## config.mk

```make
export PLATFORM = sky130hd
export DESIGN_NAME = pulse_swallow_div
export DESIGN_NICKNAME = d
export VERILOG_FILES = /design/src/rtl/psd_pkg.sv /design/src/rtl/psd_cfg_stage.sv /design/src/rtl/psd_prescaler.sv /design/src/rtl/psd_counters.sv /design/src/rtl/pulse_swallow_div.sv
export SDC_FILE = /design/constraint.sdc
export NUM_CORES = 1
export LEC_CHECK = 0
export BUFFER_PORTS_ARGS = -buffer_cell sky130_fd_sc_hd__buf_2
export CORE_ASPECT_RATIO = 0.5
export CORE_MARGIN = 2
export CORE_UTILIZATION = 32
export DETAILED_ROUTE_END_ITERATION = 8
export PLACE_DENSITY = 0.5
export SYNTH_ARGS = -nofsm -noshare
export SYNTH_HDL_FRONTEND = slang
export SYNTH_SLANG_ARGS = --single-unit
```

## constraint.sdc

```tcl
create_clock -name clk -period 7.1 [get_ports clk]
set_input_delay 0.71 -clock clk [delete_from_list [all_inputs] [get_ports clk]]
set_output_delay 0.71 -clock clk [all_outputs]
set_load 0.05 [all_outputs]
```

## src/rtl/psd_pkg.sv

```systemverilog
package psd_pkg;
    localparam int A_W  = 6;
    localparam int B_W  = 13;
    localparam int PC_W = 7;
    localparam int B_MIN = 3;

    typedef logic [1:0] psel_t;

    typedef struct packed {
        psel_t          psel;
        logic [A_W-1:0] a;
        logic [B_W-1:0] b;
    } cfg_t;

    function automatic logic [PC_W-1:0] low_modulus(input psel_t s);
        return PC_W'(8) << s;
    endfunction
endpackage

```

## src/rtl/psd_cfg_stage.sv

```systemverilog
module psd_cfg_stage
    import psd_pkg::*;
#(
    parameter cfg_t RST_CFG = '{psel: 2'd0, a: '0, b: B_W'(3)}
) (
    input  logic           clk,
    input  logic           rst_n,
    input  logic           load,
    input  psel_t          psel_in,
    input  logic [A_W-1:0] a_in,
    input  logic [B_W-1:0] b_in,
    output cfg_t           cfg,
    output logic           err
);
    localparam int PAD_W = B_W - A_W;

    cfg_t st_d, st_q;

    always_comb begin
        st_d = st_q;
        if (load) begin
            st_d.psel = psel_in;
            st_d.a    = a_in;
            st_d.b    = b_in;
        end
    end

    always_ff @(posedge clk) begin
        if (!rst_n) st_q <= RST_CFG;
        else        st_q <= st_d;
    end

    assign cfg = st_q;
    assign err = (st_q.b < {{PAD_W{1'b0}}, st_q.a}) || (st_q.b < B_W'(B_MIN));
endmodule

```

## src/rtl/psd_prescaler.sv

```systemverilog
module psd_prescaler
    import psd_pkg::*;
#(
    parameter logic [PC_W-1:0] RST_PC = PC_W'(7)
) (
    input  logic            clk,
    input  logic            rst_n,
    input  logic [PC_W-1:0] p_next,
    input  logic            plus1,
    output logic            tc
);
    typedef struct packed {
        logic [PC_W-1:0] pc;
    } pre_t;

    pre_t s_d, s_q;

    always_comb begin
        s_d = s_q;
        if (s_q.pc == '0) begin
            // modulus of the next prescaler cycle: P+1 counts P..0, P counts P-1..0
            s_d.pc = plus1 ? p_next : p_next - PC_W'(1);
        end else begin
            s_d.pc = s_q.pc - PC_W'(1);
        end
    end

    always_ff @(posedge clk) begin
        if (!rst_n) s_q.pc <= RST_PC;
        else        s_q    <= s_d;
    end

    assign tc = (s_q.pc == '0);
endmodule

```

## src/rtl/psd_counters.sv

```systemverilog
module psd_counters
    import psd_pkg::*;
#(
    parameter logic [A_W-1:0] RST_A    = '0,
    parameter logic [B_W-1:0] RST_B    = B_W'(3),
    parameter psel_t          RST_PSEL = 2'd0
) (
    input  logic            clk,
    input  logic            rst_n,
    input  logic            tc,
    input  cfg_t            cfg,
    output logic [PC_W-1:0] p_next,
    output logic [PC_W-1:0] p_act,
    output logic            plus1,
    output logic            pulse
);
    typedef struct packed {
        logic [A_W-1:0]  a;
        logic [B_W-1:0]  b;
        logic [PC_W-1:0] p;
        logic            pulse;
    } cnt_t;

    cnt_t            s_d, s_q;
    logic [A_W-1:0]  a_after;
    logic [B_W-1:0]  b_after;
    logic            last;

    always_comb begin
        s_d     = s_q;
        a_after = (s_q.a != '0) ? s_q.a - A_W'(1) : '0;
        b_after = s_q.b - B_W'(1);
        last    = tc && (b_after == '0);
        plus1   = 1'b0;
        s_d.pulse = last;
        if (tc) begin
            if (last) begin
                s_d.a = cfg.a;
                s_d.b = cfg.b;
                s_d.p = low_modulus(cfg.psel);
                plus1 = (cfg.a != '0);
            end else begin
                s_d.a = a_after;
                s_d.b = b_after;
                plus1 = (a_after != '0);
            end
        end
        p_next = s_d.p;
    end

    always_ff @(posedge clk) begin
        if (!rst_n) begin
            s_q.a     <= RST_A;
            s_q.b     <= RST_B;
            s_q.p     <= low_modulus(RST_PSEL);
            s_q.pulse <= 1'b0;
        end else begin
            s_q <= s_d;
        end
    end

    assign p_act = s_q.p;
    assign pulse = s_q.pulse;
endmodule

```

## src/rtl/pulse_swallow_div.sv

```systemverilog
module pulse_swallow_div
    import psd_pkg::*;
#(
    parameter int RST_PSEL = 0,
    parameter int RST_A    = 0,
    parameter int RST_B    = 3
) (
    input  logic           clk,
    input  logic           rst_n,
    input  logic           load,
    input  logic [1:0]     psel,
    input  logic [A_W-1:0] a_val,
    input  logic [B_W-1:0] b_val,
    output logic           div_pulse,
    output logic           cfg_err
);
    localparam psel_t           R_PSEL = psel_t'(RST_PSEL);
    localparam logic [A_W-1:0]  R_A    = A_W'(RST_A);
    localparam logic [B_W-1:0]  R_B    = B_W'(RST_B);
    localparam logic [PC_W-1:0] R_P    = low_modulus(R_PSEL);
    localparam logic [PC_W-1:0] R_PC   = (R_A != '0) ? R_P : R_P - PC_W'(1);
    localparam cfg_t            R_CFG  = '{psel: R_PSEL, a: R_A, b: R_B};

    cfg_t            cfg;
    logic            pre_tc;
    logic            plus1;
    logic [PC_W-1:0] p_next;
    logic [PC_W-1:0] p_act;

    psd_cfg_stage #(.RST_CFG(R_CFG)) stage_i (
        .clk(clk), .rst_n(rst_n), .load(load),
        .psel_in(psel), .a_in(a_val), .b_in(b_val),
        .cfg(cfg), .err(cfg_err)
    );

    psd_prescaler #(.RST_PC(R_PC)) pre_i (
        .clk(clk), .rst_n(rst_n), .p_next(p_next), .plus1(plus1), .tc(pre_tc)
    );

    psd_counters #(.RST_A(R_A), .RST_B(R_B), .RST_PSEL(R_PSEL)) cnt_i (
        .clk(clk), .rst_n(rst_n), .tc(pre_tc), .cfg(cfg),
        .p_next(p_next), .p_act(p_act), .plus1(plus1), .pulse(div_pulse)
    );
endmodule

```

**Yosys cells after proc, flatten, opt, wreduce, memory -nomap -nowiden**

Cells that the tools add are included.

- Add/sub/neg operators: 4
- Reduce and logical (&&, ||, !) cells: 7
- Mux-type cells: 8
- $lt $le $gt $ge: 2
- Shift operators: 1

Operators with widths:

| cell | number |
|---|---|
| 2-to-1 mux 7 bit | 4 |
| 2-to-1 mux 19 bit | 1 |
| nonzero test 6 bit | 3 |
| subtractor 7 x 1 -> 7 bit (second input constant) | 2 |
| zero test 13 bit | 1 |
| < comparator 13 x 2 -> 1 bit (second input constant) | 1 |
| < comparator 13 x 6 -> 1 bit | 1 |
| subtractor 13 x 1 -> 13 bit (second input constant) | 1 |
| zero test 7 bit | 1 |
| left shift 4 x 2 -> 7 bit (first input constant) | 1 |
| 2-to-1 mux 6 bit | 1 |
| subtractor 6 x 1 -> 6 bit (second input constant) | 1 |
| 2-to-1 mux 1 bit | 2 |
| logical AND 1 bit | 1 |
| logical OR 1 bit | 1 |

- Logic and storage cells: 30
- Input bits: 24
- Register bits: 55

**Logic depth before layout (Yosys ltp)**

- Depth after elaboration: 8
- Mapped depth: 14

**Modules after synthesis**

From an unflattened synthesis, not the netlist that was laid out.

- Cell total of the unflattened synthesis: 363
- Area, all modules: 3129.3 um2

By module, submodules not included:

| module | sequential area each (um2) | cells an instance | times used | area each (um2) |
|---|---|---|---|---|
| psd_counters | 540.5 | 214 | 1 | 1687.9 |
| psd_cfg_stage | 420.4 | 92 | 1 | 944.7 |
| psd_prescaler | 140.1 | 57 | 1 | 496.7 |

**Worst setup path before layout**

OpenSTA, ideal clock, no wires.

- Path type: flip-flop to flip-flop
- From: register cnt_i.s_q[9] in the netlist's numbering
- To: register pre_i.s_q[1] in the netlist's numbering
- Arrival time: 3.116 ns
- Stages on the path, launching flop included: 13
- Path buffers: 2
- Setup time: 0.122 ns
- Required time: 6.978 ns
- Setup slack: 3.862 ns
- Period minus slack after synthesis: 3.238 ns
- Path through: dfxtp_1 -> inv_1 -> ha_1 -> or3b_2 -> a2111oi_0 -> mux2i_1 -> nand4_1 -> clkbuf_1 -> clkbuf_1 -> nand2_1 -> ha_1 -> nor3_1 -> a311o_1

- Cells in the longest elaborated chain, start to end: 8

RTL lines:

| element | RTL line | text |
|---|---|---|
| from (decl) | psd_counters.sv:24 | `cnt_t s_d, s_q;` |
| subtractor 13 x 1 -> 13 bit (*) | psd_counters.sv:32 | `b_after = s_q.b - B_W'(1);` |
| zero test 13 bit (*) | psd_counters.sv:33 | `last = tc && (b_after == '0);` |
| logical AND 1 bit (*) | psd_counters.sv:33 |  |
| 2-to-1 mux 7 bit | psd_counters.sv:37 | `if (last) begin` |
| 2-to-1 mux 7 bit | psd_counters.sv:36 | `if (tc) begin` |
| subtractor 7 x 1 -> 7 bit | psd_prescaler.sv:22 | `s_d.pc = plus1 ? p_next : p_next - PC_W'(1);` |
| 2-to-1 mux 7 bit (*) | psd_prescaler.sv:22 |  |
| 2-to-1 mux 7 bit (*) | psd_prescaler.sv:20 | `if (s_q.pc == '0) begin` |
| to (decl) | psd_prescaler.sv:16 | `pre_t s_d, s_q;` |

Mark *: on every way between the ends. The rest lies on a longest branch, timed or not.
A chain may end at the register's enable or synchronous reset.

**Worst setup path in the final report**

- From: register pre_i.s_q[0] in the netlist's numbering
- To: register pre_i.s_q[1] in the netlist's numbering

- Cells in the longest elaborated chain, start to end: 7

RTL lines:

| element | RTL line |
|---|---|
| zero test 7 bit | psd_prescaler.sv:20, psd_prescaler.sv:33 |
| logical AND 1 bit | psd_counters.sv:33 |
| 2-to-1 mux 7 bit | psd_counters.sv:37 |
| 2-to-1 mux 7 bit | psd_counters.sv:36 |
| subtractor 7 x 1 -> 7 bit | psd_prescaler.sv:22 |
| 2-to-1 mux 7 bit | psd_prescaler.sv:22 |
| 2-to-1 mux 7 bit (*) | psd_prescaler.sv:20 |

Marked as above.

==> flow_summary_export.csv <==
group,metric,value,unit
job,max_cap_viol_count,0,
clocking,cts_setup_buffers,0,
sta,tns,0,ps
final_layout,drive_gt1_share,12.1,%
worst_setup_path,worst_path_max_delay_cell,"or3_1",
worst_setup_path,crit_fanout,27,
synth,synth_top_area_share,35.5,%
worst_setup_path,criticalPathCategory,"flip-flop to flip-flop",
synth,ys_ff_latch,55,
synth,synth-seq-area-share,35.5,%
synth,yosys.area.top_type,"dfxtp_1",
worst_setup_path,r2r_end,"pre_i.s_q[1]",
min_path,hold_class,"flip-flop to flip-flop",
worst_setup_path,r2r_start,"pre_i.s_q[0]",
pwr,peakVddDrop,0.0961,mV
clocking,cts_sinks,55,
global_routing,antenna_found_initial,0,
route,wl_met2,2.83,mm
placement,gp_congestion,0.791,
clocking,cts_resized,0,
sta,slew_headroom,38.5,%
synth,synth_edf_count,0,
global_routing,gr-total-overflow,0,
route,viasPerCell,5.03,
sta,worst_slew_pin_slew,922,ps
synth,syn_area_per_cell,8.23,µm²
floorplan,die_w,143,µm
floorplan,num_rows,25,
min_path,holdCritStartpoint,"stage_i.cfg[6]",
floorplan,pin_count,26,
pwr,power_frac_seq,48.6,%
worst_setup_path,cp-start-kind,"flip-flop",
worst_setup_path,endpoint_kind,"flip-flop",
synth,postSynthCellCount,377,
clocking,cts_tree,"done",
synth,synth_nets,412,
pwr,totalPowerFinal,0.672,mW
floorplan,die_height,73.6,µm
worst_setup_path,path_cells,"inv_1, ha_1, or4b_4, or3_1, a2111oi_4, and4_1, buf_4, mux2i_2, nor2_2, a311o_1",
final_layout,syn2layout_area_growth,12.4,%
route,met3_length,276,µm
placement,dp_hpwl,5.03,mm
final_layout,antenna_cells,0,
pwr,p_switching,0.155,mW
pwr,leakagePower,1.33,nW
final_layout,final_area,3490,µm²
worst_setup_path,critical_path.max_stage_delay,640,ps
pwr,switching_share,23.0,%
synth,yosys-top-cells-count,"55 x dfxtp_1, 41 x nand2_1, 26 x mux2i_1, 24 x o21ai_0",
floorplan,core_area,9450,µm²
worst_setup_path,r2r_slack,3420,ps
global_routing,gr-usage-all-layers,15.0,%
sta,timing.fmax,271,MHz
placement,dpl_cell_area,3310,µm²
synth,netlist_area,3100,µm²
global_routing,grt_pass1_vias,2312,
final_layout,post-route-util,36.9,%
sta,hold_violations,0,
route,firstDrtPassIters,4,
sta,drv_slew,0,
sta,min_period,3680,ps
min_path,whs_path_depth,2,
sta,fin_crit_sh,51.9,%
synth,synth_area_leaders,"dfxtp_1 35%, mux2i_1 8.4%, nand2_1 5.0%, nor2b_1 4.6%, ha_1 4.4%",
floorplan,start_util,32.8,%
clocking,cts_inserted_buffers,5,
pwr,pwr-share-clk,43.8,%
global_routing,grt_pass1_wl,12.2,mm
synth,synth_flop_cell,"dfxtp_1",
worst_setup_path,critPathRequiredTime,7290,ps
synth,yosysMostFrequentCell,"dfxtp_1",
sta,rsz0062_at_grt,"false",
clocking,clk_pin_slew_worst_paths,70,ps
final_layout,multi_input_area,1850,µm²
clocking,clockBufferDepth,2,
global_routing,grt_max_degree,57,
pwr,pwr-share-comb,7.6,%
pwr,cellPowerDensity,193,nW/µm²
worst_setup_path,crit_arrival,3870,ps
placement,numPortBuffers,25,
route,topRoutingLayerUsed,"met4",
pwr,p_int,0.517,mW
floorplan,fp.dieArea,10500,µm²
route,drc_errors,0,
worst_setup_path,critPathBufInv,2,
final_layout,finalNetCount,421,
synth,synth_cell_types,56,
synth,synth_warnings,0,
route,routed_wl,7.32,mm
synth,synth-async-reset-ratio,0,%
worst_setup_path,cpLargestDelayFamily,"simple AND/OR/NAND/NOR gates",
route,post_drt_wl_per_cell,14.0,µm
min_path,hold_end,"cnt_i.s_q[14]",
clocking,clk_latency,300,ps
clocking,cts_root_buf,"clkbuf_16",
route,vias,2625,
worst_setup_path,rr_worst_depth,10,
sta,setup_viol,0,
run_status,status,"finished, final reports clean",
route,drt_iter0_markers,202,
clocking,htree_levels,2,
final_layout,nFillCells,1005,
route,ant_nets,0,
final_layout,regArea,1100,µm²
clocking,postCtsHoldBufs,0,
route,met1_length,4.11,mm
sta,fin_skew,5.54,ps
==> power by group through the flow <==
| stage | Clock (mW) | Sequential [mW] | Combinational [mW] |
|---|---|---|---|
| after floorplan | 0 | 0.330 | 0.0378 |
| after global placement | 0 | 0.334 | 0.0512 |
| after detailed placement | 0 | 0.334 | 0.0516 |
| after CTS | 0.302 | 0.327 | 0.0519 |
| after global routing | 0.314 | 0.328 | 0.0579 |
| final | 0.294 | 0.327 | 0.0512 |
==> worst reg2reg max path, delay by kind of cell (launching register included) <==
kind	cells	cell delay (ps)
DFF	1	310
and+or+nand+nor	4	1450
adders and majority gates	1	180
AOI/OAI and AO/OA	2	800
buffers and inverters	2	360
muxes	1	460
==> cells by family after synthesis <==
kind of cell             share of synthesized area, %
AO/OA/AOI/OAI                                    18.3
XOR/XNOR                                         1.98
adder cells (fa/ha/maj)                          4.44
buffers and inverters                            5.12
flip-flops                                       35.5
multiplexers                                     9.20
AND/OR/NAND/NOR                                  25.5
==> per-stage QoR <==
stage                     hold slack [ps]  setup slack [ps]  cells
after floorplan                       446              3860    377
after CTS                             496              3420    522
after global routing                  526              3200    522
after detailed placement              483              3440    514
after global placement                482              3490    514
final                                 493              3420    522
==> layer usage <==
| layer | GRT usage, % | up-vias |
|---|---|---|
| met2 | 20.1 | 34 |
| li1 | - | 1358 |
| met5 | 0 | - |
| met3 | 3.06 | 7 |
| met1 | 23.0 | 1226 |
| met4 | 5.56 | 0 |
==> cell type report <==
cell class	instances	area share, %
clock buffers	6	3.98
clock inverters	2	1.00
inverters	13	1.40
multi-input cells	283	53.0
flip-flops and latches	55	31.6
well taps	135	4.84
repair buffers	28	4.23
==> sequential cells by signal, summed over array words and instances (netlist names) <==
| name | count |
|---|---|
| cnt_i.pulse | 1 |
| stage_i.cfg | 21 |
| pre_i.s_q | 7 |
| cnt_i.p_act | 7 |
| cnt_i.s_q | 19 |
==> worst max-delay path by stage <==
stage / slack (ps) / endpoint / cells after the start / start
2_1_floorplan: 3860 / pre_i.s_q[1] / 12 / cnt_i.s_q[9]
3_3_place_gp: 3490 / pre_i.s_q[1] / 10 / pre_i.s_q[0]
3_5_place_dp: 3440 / pre_i.s_q[1] / 10 / pre_i.s_q[0]
4_1_cts: 3420 / pre_i.s_q[1] / 10 / pre_i.s_q[0]
5_1_grt: 3200 / pre_i.s_q[4] / 11 / pre_i.s_q[0]
6_report: 3420 / pre_i.s_q[1] / 10 / pre_i.s_q[0]
==> layout by cell type (no fill, tap or decap), drive strengths merged, types with 4 or more instances in the layout <==
cell    Yosys  routed
nor3       15      15
and3        4       4
nor2b      23      23
buf         8      28
nor4        4       4
nor4b       4       4
nor2       23      23
nand2      41      41
a21boi      4       4
ha         11      11
o211ai      9       9
dfxtp      55      55
a21oi      23      23
mux2i      27      27
or3         4       4
clkbuf     18       6
nand3      11      11
nand2b      5       5
inv        13      13
o21ai      25      25
xnor2       5       5
No activity file was read; power rests on OpenSTA's default activity.
